## src/rtl/tc_pkg.sv

```systemverilog
package tc_pkg;
  typedef enum logic {MODE_RD = 1'b0, MODE_WR = 1'b1} acc_mode_e;
  localparam int unsigned DEF_GROUPS    = 8;
  localparam int unsigned DEF_MAX_MEMB  = 8;
  localparam int unsigned DEF_LANES     = 2;
  localparam int unsigned DEF_OUT_DEPTH = 4;
  localparam int unsigned DEF_WIN_LEN   = 4;
endpackage

```

## src/rtl/tc_window_timer.sv

```systemverilog
module tc_window_timer #(
  parameter int unsigned WIN_LEN = 4,
  parameter int unsigned WIN_W   = 16
) (
  input  logic             clk_i,
  input  logic             rst_ni,
  output logic [WIN_W-1:0] win_o
);
  localparam int unsigned PH_W = (WIN_LEN > 1) ? $clog2(WIN_LEN) : 1;
  localparam logic [PH_W-1:0] PH_LAST = PH_W'(WIN_LEN - 1);

  logic [PH_W-1:0]  phase_q;
  logic [WIN_W-1:0] win_q;

  always_ff @(posedge clk_i or negedge rst_ni) begin
    if (!rst_ni) begin
      phase_q <= '0;
      win_q   <= '0;
    end else if (phase_q == PH_LAST) begin
      phase_q <= '0;
      win_q   <= win_q + 1'b1;
    end else begin
      phase_q <= phase_q + 1'b1;
    end
  end

  assign win_o = win_q;
endmodule

```

## src/rtl/tc_inflight_table.sv

```systemverilog
module tc_inflight_table #(
  parameter int unsigned DEPTH = 4,
  parameter int unsigned VPN_W = 20,
  parameter int unsigned LANES = 2,
  localparam int unsigned CW   = $clog2(DEPTH + 1)
) (
  input  logic                        clk_i,
  input  logic                        rst_ni,
  input  logic [LANES-1:0]            alloc_vld_i,
  input  logic [LANES-1:0][VPN_W-1:0] alloc_vpn_i,
  input  logic                        rel_vld_i,
  input  logic [VPN_W-1:0]            rel_vpn_i,
  output logic [DEPTH-1:0]            busy_vld_o,
  output logic [DEPTH-1:0][VPN_W-1:0] busy_vpn_o,
  output logic [CW-1:0]               free_cnt_o
);
  logic [DEPTH-1:0]            vld_q;
  logic [DEPTH-1:0][VPN_W-1:0] vpn_q;
  logic [DEPTH-1:0]            take;
  logic [DEPTH-1:0][VPN_W-1:0] take_vpn;

  // lane k lands in the k-th free slot
  always_comb begin
    int unsigned nfree;
    nfree    = 0;
    take     = '0;
    take_vpn = '0;
    for (int s = 0; s < DEPTH; s++) begin
      if (!vld_q[s]) begin
        for (int k = 0; k < LANES; k++) begin
          if (alloc_vld_i[k] && (k == nfree)) begin
            take[s]     = 1'b1;
            take_vpn[s] = alloc_vpn_i[k];
          end
        end
        nfree = nfree + 1;
      end
    end
  end

  always_ff @(posedge clk_i or negedge rst_ni) begin
    if (!rst_ni) begin
      vld_q <= '0;
      vpn_q <= '0;
    end else begin
      for (int s = 0; s < DEPTH; s++) begin
        if (take[s]) begin
          vld_q[s] <= 1'b1;
          vpn_q[s] <= take_vpn[s];
        end else if (vld_q[s] && rel_vld_i && (vpn_q[s] == rel_vpn_i)) begin
          vld_q[s] <= 1'b0;
        end
      end
    end
  end

  assign busy_vld_o = vld_q;
  assign busy_vpn_o = vpn_q;
  assign free_cnt_o = CW'($countones(~vld_q));
endmodule

```

## src/rtl/tc_issue_pick.sv

```systemverilog
module tc_issue_pick #(
  parameter int unsigned GROUPS = 8,
  parameter int unsigned LANES  = 2,
  parameter int unsigned DEPTH  = 4,
  parameter int unsigned VPN_W  = 20,
  parameter int unsigned WIN_W  = 16,
  localparam int unsigned GI_W  = $clog2(GROUPS),
  localparam int unsigned CW    = $clog2(DEPTH + 1)
) (
  input  logic [GROUPS-1:0]             grp_vld_i,
  input  logic [GROUPS-1:0][VPN_W-1:0]  grp_vpn_i,
  input  logic [GROUPS-1:0][WIN_W-1:0]  grp_win_i,
  input  logic [GROUPS-1:0][GROUPS-1:0] grp_older_i,
  input  logic [DEPTH-1:0]              busy_vld_i,
  input  logic [DEPTH-1:0][VPN_W-1:0]   busy_vpn_i,
  input  logic [CW-1:0]                 free_cnt_i,
  output logic [LANES-1:0]              lane_vld_o,
  output logic [LANES-1:0][GI_W-1:0]    lane_idx_o
);
  localparam int unsigned RW = GI_W + 1;

  logic [WIN_W-1:0]           head_win;
  logic [GROUPS-1:0]          cand;
  logic [GROUPS-1:0]          pick;
  logic [GROUPS-1:0][RW-1:0]  rank;

  always_comb begin
    head_win = '0;
    cand     = '0;
    pick     = '0;
    rank     = '0;
    // oldest live group defines the window being drained
    for (int i = 0; i < GROUPS; i++)
      if (grp_vld_i[i] && !(|(grp_older_i[i] & grp_vld_i))) head_win = grp_win_i[i];
    for (int i = 0; i < GROUPS; i++) begin
      logic blk;
      blk = 1'b0;
      for (int d = 0; d < DEPTH; d++)
        if (busy_vld_i[d] && (busy_vpn_i[d] == grp_vpn_i[i])) blk = 1'b1;
      cand[i] = grp_vld_i[i] && (grp_win_i[i] == head_win) && !blk;
    end
    // an older same-page candidate shadows younger ones
    for (int i = 0; i < GROUPS; i++) begin
      pick[i] = cand[i];
      for (int j = 0; j < GROUPS; j++)
        if (cand[j] && grp_older_i[i][j] && (grp_vpn_i[j] == grp_vpn_i[i])) pick[i] = 1'b0;
    end
    for (int i = 0; i < GROUPS; i++) rank[i] = RW'($countones(grp_older_i[i] & pick));
  end

  always_comb begin
    lane_vld_o = '0;
    lane_idx_o = '0;
    for (int k = 0; k < LANES; k++) begin
      for (int i = 0; i < GROUPS; i++) begin
        if (pick[i] && (rank[i] == RW'(k)) && (k < 32'(free_cnt_i))) begin
          lane_vld_o[k] = 1'b1;
          lane_idx_o[k] = GI_W'(i);
        end
      end
    end
  end
endmodule

```

## src/rtl/xlat_coalescer.sv

```systemverilog
module xlat_coalescer
  import tc_pkg::*;
#(
  parameter int unsigned VA_W      = 32,
  parameter int unsigned PAGE_BITS = 12,
  parameter int unsigned SRC_W     = 2,
  parameter int unsigned CNT_W     = 8,
  parameter int unsigned GROUPS    = DEF_GROUPS,
  parameter int unsigned MAX_MEMB  = DEF_MAX_MEMB,
  parameter int unsigned LANES     = DEF_LANES,
  parameter int unsigned OUT_DEPTH = DEF_OUT_DEPTH,
  parameter int unsigned WIN_LEN   = DEF_WIN_LEN,
  parameter int unsigned WIN_W     = 16,
  localparam int unsigned VPN_W    = VA_W - PAGE_BITS,
  localparam int unsigned MW       = $clog2(MAX_MEMB + 1)
) (
  input  logic                        clk_i,
  input  logic                        rst_ni,
  input  logic                        coalesce_off_i,
  input  logic                        req_valid_i,
  output logic                        req_ready_o,
  input  logic [VA_W-1:0]             req_vaddr_i,
  input  logic                        req_write_i,
  input  logic                        req_prefetch_i,
  input  logic [SRC_W-1:0]            req_src_i,
  input  logic [CNT_W-1:0]            req_cnt_i,
  output logic [LANES-1:0]            probe_valid_o,
  input  logic                        probe_ready_i,
  output logic [LANES-1:0][VA_W-1:0]  probe_vaddr_o,
  output logic [LANES-1:0]            probe_write_o,
  output logic [LANES-1:0][SRC_W-1:0] probe_src_o,
  output logic [LANES-1:0][CNT_W-1:0] probe_cnt_o,
  output logic [LANES-1:0][MW-1:0]    probe_members_o,
  input  logic                        rsp_valid_i,
  input  logic [VPN_W-1:0]            rsp_vpn_i
);
  localparam int unsigned GI_W = $clog2(GROUPS);
  localparam int unsigned CW   = $clog2(OUT_DEPTH + 1);

  typedef struct packed {
    logic [VA_W-1:0]  vaddr;
    logic [SRC_W-1:0] src;
    acc_mode_e        mode;
    logic [WIN_W-1:0] win;
    logic [CNT_W-1:0] cnt;
    logic [MW-1:0]    memb;
  } grp_t;

  grp_t                         grp_q [GROUPS];
  logic [GROUPS-1:0]            vld_q;
  logic [GROUPS-1:0][GROUPS-1:0] older_q;   // [i][j]: j allocated before i
  logic [GROUPS-1:0][VPN_W-1:0] grp_vpn;
  logic [GROUPS-1:0][WIN_W-1:0] grp_win;
  logic [WIN_W-1:0]             cur_win;
  logic [OUT_DEPTH-1:0]         busy_vld;
  logic [OUT_DEPTH-1:0][VPN_W-1:0] busy_vpn;
  logic [CW-1:0]                free_cnt;
  logic [LANES-1:0]             lane_vld;
  logic [LANES-1:0][GI_W-1:0]   lane_idx;
  logic [LANES-1:0][VPN_W-1:0]  lane_vpn;
  logic [GROUPS-1:0]            fire;
  logic                         hit, free_any, accept;
  logic [GI_W-1:0]              hit_idx, free_idx;
  logic [VPN_W-1:0]             req_vpn;
  acc_mode_e                    req_mode;
  logic [CNT_W-1:0]             add;

  for (genvar i = 0; i < GROUPS; i++) begin : g_view
    assign grp_vpn[i] = grp_q[i].vaddr[VA_W-1:PAGE_BITS];
    assign grp_win[i] = grp_q[i].win;
  end

  tc_window_timer #(.WIN_LEN(WIN_LEN), .WIN_W(WIN_W)) u_timer (
    .clk_i(clk_i), .rst_ni(rst_ni), .win_o(cur_win)
  );

  tc_inflight_table #(.DEPTH(OUT_DEPTH), .VPN_W(VPN_W), .LANES(LANES)) u_table (
    .clk_i(clk_i), .rst_ni(rst_ni),
    .alloc_vld_i(lane_vld & {LANES{probe_ready_i}}), .alloc_vpn_i(lane_vpn),
    .rel_vld_i(rsp_valid_i), .rel_vpn_i(rsp_vpn_i),
    .busy_vld_o(busy_vld), .busy_vpn_o(busy_vpn), .free_cnt_o(free_cnt)
  );

  tc_issue_pick #(.GROUPS(GROUPS), .LANES(LANES), .DEPTH(OUT_DEPTH),
                  .VPN_W(VPN_W), .WIN_W(WIN_W)) u_pick (
    .grp_vld_i(vld_q), .grp_vpn_i(grp_vpn), .grp_win_i(grp_win),
    .grp_older_i(older_q), .busy_vld_i(busy_vld), .busy_vpn_i(busy_vpn),
    .free_cnt_i(free_cnt), .lane_vld_o(lane_vld), .lane_idx_o(lane_idx)
  );

  for (genvar k = 0; k < LANES; k++) begin : g_lane
    assign lane_vpn[k]        = grp_vpn[lane_idx[k]];
    assign probe_valid_o[k]   = lane_vld[k];
    assign probe_vaddr_o[k]   = grp_q[lane_idx[k]].vaddr;
    assign probe_write_o[k]   = grp_q[lane_idx[k]].mode == MODE_WR;
    assign probe_src_o[k]     = grp_q[lane_idx[k]].src;
    assign probe_cnt_o[k]     = grp_q[lane_idx[k]].cnt;
    assign probe_members_o[k] = grp_q[lane_idx[k]].memb;
  end

  assign req_vpn  = req_vaddr_i[VA_W-1:PAGE_BITS];
  assign req_mode = acc_mode_e'(req_write_i);
  assign add      = req_prefetch_i ? '0 : req_cnt_i;

  always_comb begin
    fire = '0;
    for (int k = 0; k < LANES; k++)
      if (probe_ready_i && lane_vld[k]) fire[lane_idx[k]] = 1'b1;
  end

  always_comb begin
    hit      = 1'b0;
    hit_idx  = '0;
    free_any = 1'b0;
    free_idx = '0;
    for (int i = GROUPS - 1; i >= 0; i--) begin
      if (vld_q[i] && !fire[i] && !coalesce_off_i && (grp_q[i].win == cur_win) &&
          (grp_vpn[i] == req_vpn) && (grp_q[i].mode == req_mode) &&
          (grp_q[i].memb < MW'(MAX_MEMB))) begin
        hit     = 1'b1;
        hit_idx = GI_W'(i);
      end
      if (!vld_q[i]) begin
        free_any = 1'b1;
        free_idx = GI_W'(i);
      end
    end
  end

  assign req_ready_o = free_any;
  assign accept      = req_valid_i && free_any;

  always_ff @(posedge clk_i or negedge rst_ni) begin
    if (!rst_ni) begin
      vld_q   <= '0;
      older_q <= '0;
      for (int i = 0; i < GROUPS; i++) grp_q[i] <= '0;
    end else begin
      for (int i = 0; i < GROUPS; i++)
        if (fire[i]) vld_q[i] <= 1'b0;
      if (accept && hit) begin
        grp_q[hit_idx].cnt  <= grp_q[hit_idx].cnt + add;
        grp_q[hit_idx].memb <= grp_q[hit_idx].memb + 1'b1;
      end else if (accept) begin
        vld_q[free_idx]   <= 1'b1;
        grp_q[free_idx]   <= '{vaddr: req_vaddr_i, src: req_src_i, mode: req_mode,
                               win: cur_win, cnt: add, memb: MW'(1)};
        older_q[free_idx] <= vld_q & ~fire;
        for (int i = 0; i < GROUPS; i++) older_q[i][free_idx] <= 1'b0;
      end
    end
  end
endmodule

```

## config.mk

```make
export PLATFORM = sky130hd
export DESIGN_NAME = xlat_coalescer
export DESIGN_NICKNAME = d
export VERILOG_FILES = /design/src/rtl/tc_pkg.sv /design/src/rtl/tc_window_timer.sv /design/src/rtl/tc_inflight_table.sv /design/src/rtl/tc_issue_pick.sv /design/src/rtl/xlat_coalescer.sv
export SDC_FILE = /design/constraint.sdc
export NUM_CORES = 2
export LEC_CHECK = 0
export CORE_MARGIN = 2
export CORE_UTILIZATION = 25
export DETAILED_ROUTE_END_ITERATION = 8
export DONT_BUFFER_PORTS = 1
export GPL_TIMING_DRIVEN = 0
export PLACE_DENSITY_LB_ADDON = 0.15
export SLEW_MARGIN = 20
export SYNTH_ARGS = -nofsm -noshare
export SYNTH_HDL_FRONTEND = slang
export SYNTH_SLANG_ARGS = --single-unit
export TNS_END_PERCENT = 10
```

## constraint.sdc

```tcl
create_clock -name clk_i -period 10.4 [get_ports clk_i]
set_input_delay 1.04 -clock clk_i [delete_from_list [all_inputs] [get_ports clk_i]]
set_output_delay 1.04 -clock clk_i [all_outputs]
set_load 0.01 [all_outputs]
```

==> results summary <==
Counting stages on the worst path, the most repeated cell is sky130_fd_sc_hd__buf_4. The routed via count came out at 66440. The maximum single-stage delay on the critical path is 770 ps. The final number of max-transition violations came out at 0. The antenna violation net count after detailed routing came out at 0. The share of synthesized area in the top cell type comes to 0.2707.

The worst ir drop on vdd is 0.2029 mV. The reported max-cap violation count is 0. After clock tree synthesis, the clock-pin slew on the worst setup and hold paths is 70 ps. The width of the die is 504.7 um. The largest net degree at the start of global routing came out at 182.

Headroom to the max-slew limit came out at 0.08429. By area the synthesized netlist is led by sky130_fd_sc_hd__dfrtp_1 27%, sky130_fd_sc_hd__xor2_1 13%, sky130_fd_sc_hd__xnor2_1 9.9%, sky130_fd_sc_hd__mux2_2 6.8%, sky130_fd_sc_hd__nand2_1 5.1%. The largest driver fanout on the critical path is 10.

The time the final worst path needs with I/O delays and setup is 11810 ps. The netlist area before placement is 62670 um2. After detailed routing, the total wire length is 474.7 mm. The setup clock skew after layout came out at 90.65 ps.

The number of enable-type register cells in the synthesized netlist is 0. CTS saw 678 sinks. The die outline height came out at 504.7 um. The final-report setup violation count is 668. Dividing the detail-routed wire length by the instance count gives 42.56 um. The initial utilization of the core area, before any placement, comes to 0.2518. Averaged over all synthesized cells, the footprint is 8.473 um2. The count of final hold-check violations is 0.

The H-tree depth is 3. Once layout is complete, the utilization of the core stands at 0.3092. The sequential-to-total area share from yosys stat is 0.2707. Compared with the post-synthesis result, the final layout area differs by 22.82%. Setup repair after global routing could not meet its margin everywhere. The number of standard cells after synthesis is 7396. The area of the die is 254700 um2. The flow ran to the end, but the final reports show violations.

The final reports fail on negative setup slack. The number of standard-cell rows in the floorplan came out at 183. The total congestion overflow after global routing is 0. The wire length of the first global-routing pass is 620.2 mm. The power per cell area came out at 380.2 nW/um2. The number of warnings printed during yosys synthesis is 0. The arrival time of data at the critical path endpoint is 12470 ps. The netlist uses 123 different library cells. Setup total negative slack on the finished layout was measured at -494510 ps.

The number of antenna violations at the first check in global routing came out at 39. The fraction of final layout cells sized beyond drive strength 1 is 0.2167. The total number of nets in the final design came out at 7909. On the critical path, the stage with the largest delay is an instance of sky130_fd_sc_hd__a2111oi_1. The global router's overall resource usage came out at 0.3588. Overall power consumption after layout is estimated at 29.26 mW. The cell taking the most area after synthesis is sky130_fd_sc_hd__dfrtp_1.

Clock tree synthesis inserted a total of 92 buffers. Counting flops and latches in the post-synthesis netlist gives 678. The post-detailed-route DRC marker count came out at 0. Using the TritonRoute via totals, the vias-per-cell ratio works out to 5.956. The predominant post-synthesis flop cell is sky130_fd_sc_hd__dfrtp_1.

In the post-route analysis, the smallest setup slack over all paths is -1409 ps. The latest clock arrival within the worst-skew pair is 820 ps. The number of buffer cells added on primary ports is 0.

The worst setup path is launched from a flip-flop. In the layout the commonest cells are 898 x sky130_fd_sc_hd__xor2_1, 845 x sky130_fd_sc_hd__nand2_1, 700 x sky130_fd_sc_hd__xnor2_1. The leakage power came out at 33.22 nW. For this run, asynchronously set or reset flops after synthesis account for 1.000. The kind of critical path is flip-flop to flip-flop. Derived from the worst setup path, the maximum achievable clock frequency is 84.68 MHz. The class of the tightest hold or removal check is input port to asynchronous set/reset pin.

The floorplan step defined a core boundary enclosing 248900 um2. The most common library cell in the layout ignoring fill and taps is sky130_fd_sc_hd__xor2_1. At the end of routability-driven placement, the weighted congestion stood at 1.063. The count of routing violations after the opening detailed-route iteration came out at 8543. For the worst setup path, the data required time is 11070 ps. The slew at the pin closest to its max-slew limit is 1364 ps. The CTS tree is done.

The first detailed-routing pass ran for 8 iterations. The longest clock path from root to sink contains 3 buffers. The number of global-route vias before repair is 63580. The worst setup path is captured at a flip-flop. The number of top-level pins came out at 167. The final cycle utilization of the critical path is 1.135.

The tree is rooted in a sky130_fd_sc_hd__clkbuf_16. The final HPWL from detailed placement is 351.1 mm.
[through the flow]
step / hold WS [ps] / setup slack (ps) / instances / cell area [um2]
after global placement: 415.7 / -9648 / 10730 / 67110
after CTS: 125.0 / -1434 / 11100 / 75770
after global routing: 133.6 / -1494 / 11140 / 76940
final: 83.16 / -1409 / 11150 / 76970
after detailed placement: 420.1 / -6623 / 10780 / 68320
after floorplan: 403.1 / 5.929 / 7403 / 62940
[timing repair]
action | 4_1_cts | 5_1_grt
hold buffers | 1 | 0
endpoints found under the hold margin | 89 | 0
setup endpoints to repair | 756 | 755
gates cloned | 3 | 1
setup buffers | 167 | 48
pin swaps | 140 | 74
gates resized for setup | 715 | 183
[critical path: cells and delay by family (launching register included)]
| family | cells | cell delay (ps) |
|---|---|---|
| flip-flops | 1 | 730 |
| AO/OA/AOI/OAI | 13 | 2890 |
| AND/OR/NAND/NOR | 17 | 4260 |
| buffers and inverters | 8 | 1460 |
| adder cells (fa/ha/maj) | 6 | 1860 |
| XOR/XNOR | 3 | 420 |
[worst paths after layout]
kind | end | cells after the start | from | slack [ps]
max in group asynchronous | older_q[62] | 4 | rst_ni | 7720
min in group clk_i | grp_q[293] | 2 | req_vaddr_i[10] | 330
worst max-delay path | grp_q[74] | 47 | grp_q[233] | -1410
worst max register to register | grp_q[74] | 47 | grp_q[233] | -1410
worst min register to register | u_timer.phase_q[0] | 1 | u_timer.phase_q[0] | 430
worst min-delay path | grp_q[56] | 1 | rst_ni | 80
[flip-flops by register name, summed over array words and instances, names as in the netlist]
name,count
vld_q,8
older_q,64
u_timer.win_o,16
u_timer.phase_q,2
u_table.busy_vpn_o,80
grp_q,504
u_table.busy_vld_o,4
[final cells by class]
type | instances | area [um2]
plain buffers | 790 | 4428
clock inverters | 39 | 695.7
inverters | 202 | 760.7
repair buffers | 266 | 2730
flip-flops and latches | 678 | 17000
diodes | 15 | 37.54
multi-input cells | 5713 | 44580
clock buffers | 121 | 2571
well taps | 3330 | 4167
fillers | 26360 | 171900
[synth_stat cells, types with 28 or more instances]
library cell and n:
sky130_fd_sc_hd__nand4_1 234, sky130_fd_sc_hd__nor2_1 180, sky130_fd_sc_hd__xnor2_1 708, sky130_fd_sc_hd__o22ai_1 49
sky130_fd_sc_hd__a221o_1 39, sky130_fd_sc_hd__mux2i_1 233, sky130_fd_sc_hd__buf_2 58, sky130_fd_sc_hd__o221ai_1 77
sky130_fd_sc_hd__buf_1 191, sky130_fd_sc_hd__a21oi_1 107, sky130_fd_sc_hd__mux2_2 378, sky130_fd_sc_hd__o211ai_1 46
sky130_fd_sc_hd__or3_1 29, sky130_fd_sc_hd__o21ai_0 434, sky130_fd_sc_hd__a22oi_1 51, sky130_fd_sc_hd__and3_1 31
sky130_fd_sc_hd__clkbuf_1 544, sky130_fd_sc_hd__ha_1 62, sky130_fd_sc_hd__dfrtp_1 678, sky130_fd_sc_hd__nand2_1 858
sky130_fd_sc_hd__a211o_1 28, sky130_fd_sc_hd__inv_1 199, sky130_fd_sc_hd__nor3_1 155, sky130_fd_sc_hd__and2_1 78
sky130_fd_sc_hd__nor4_1 275, sky130_fd_sc_hd__a22o_1 47, sky130_fd_sc_hd__nand3_1 161, sky130_fd_sc_hd__fa_1 34
sky130_fd_sc_hd__xor2_1 899
[logic make-up (layout without fill, tap and decap cells)]
family	after synthesis	after routing	synth area share
flops	678	678	0.2707
mux	613	613	0.1055
buf+inv	1012	1418	0.06339
xor+xnor	1607	1607	0.2246
simple gates	2147	2147	0.1714
fa+ha+maj	96	96	0.02324
other cells	1	23	0.00005984
compound gates	1242	1242	0.1411
[routing by layer]
metal	vias up	GRT usage	wire, um
li1	26660	-	-
met5	-	0	124
met4	18	0.2799	45550
met3	1539	0.09003	44720
met1	33690	0.4362	182400
met2	4534	0.5402	201900
[power by group]
group          switching (mW)  total (mW)  internal, mW
clock network            1.51        3.58          2.07
registers                1.15        4.71          3.57
logic                    14.1        21.0          6.84
Note: power is estimated with default switching activity, not from simulation.
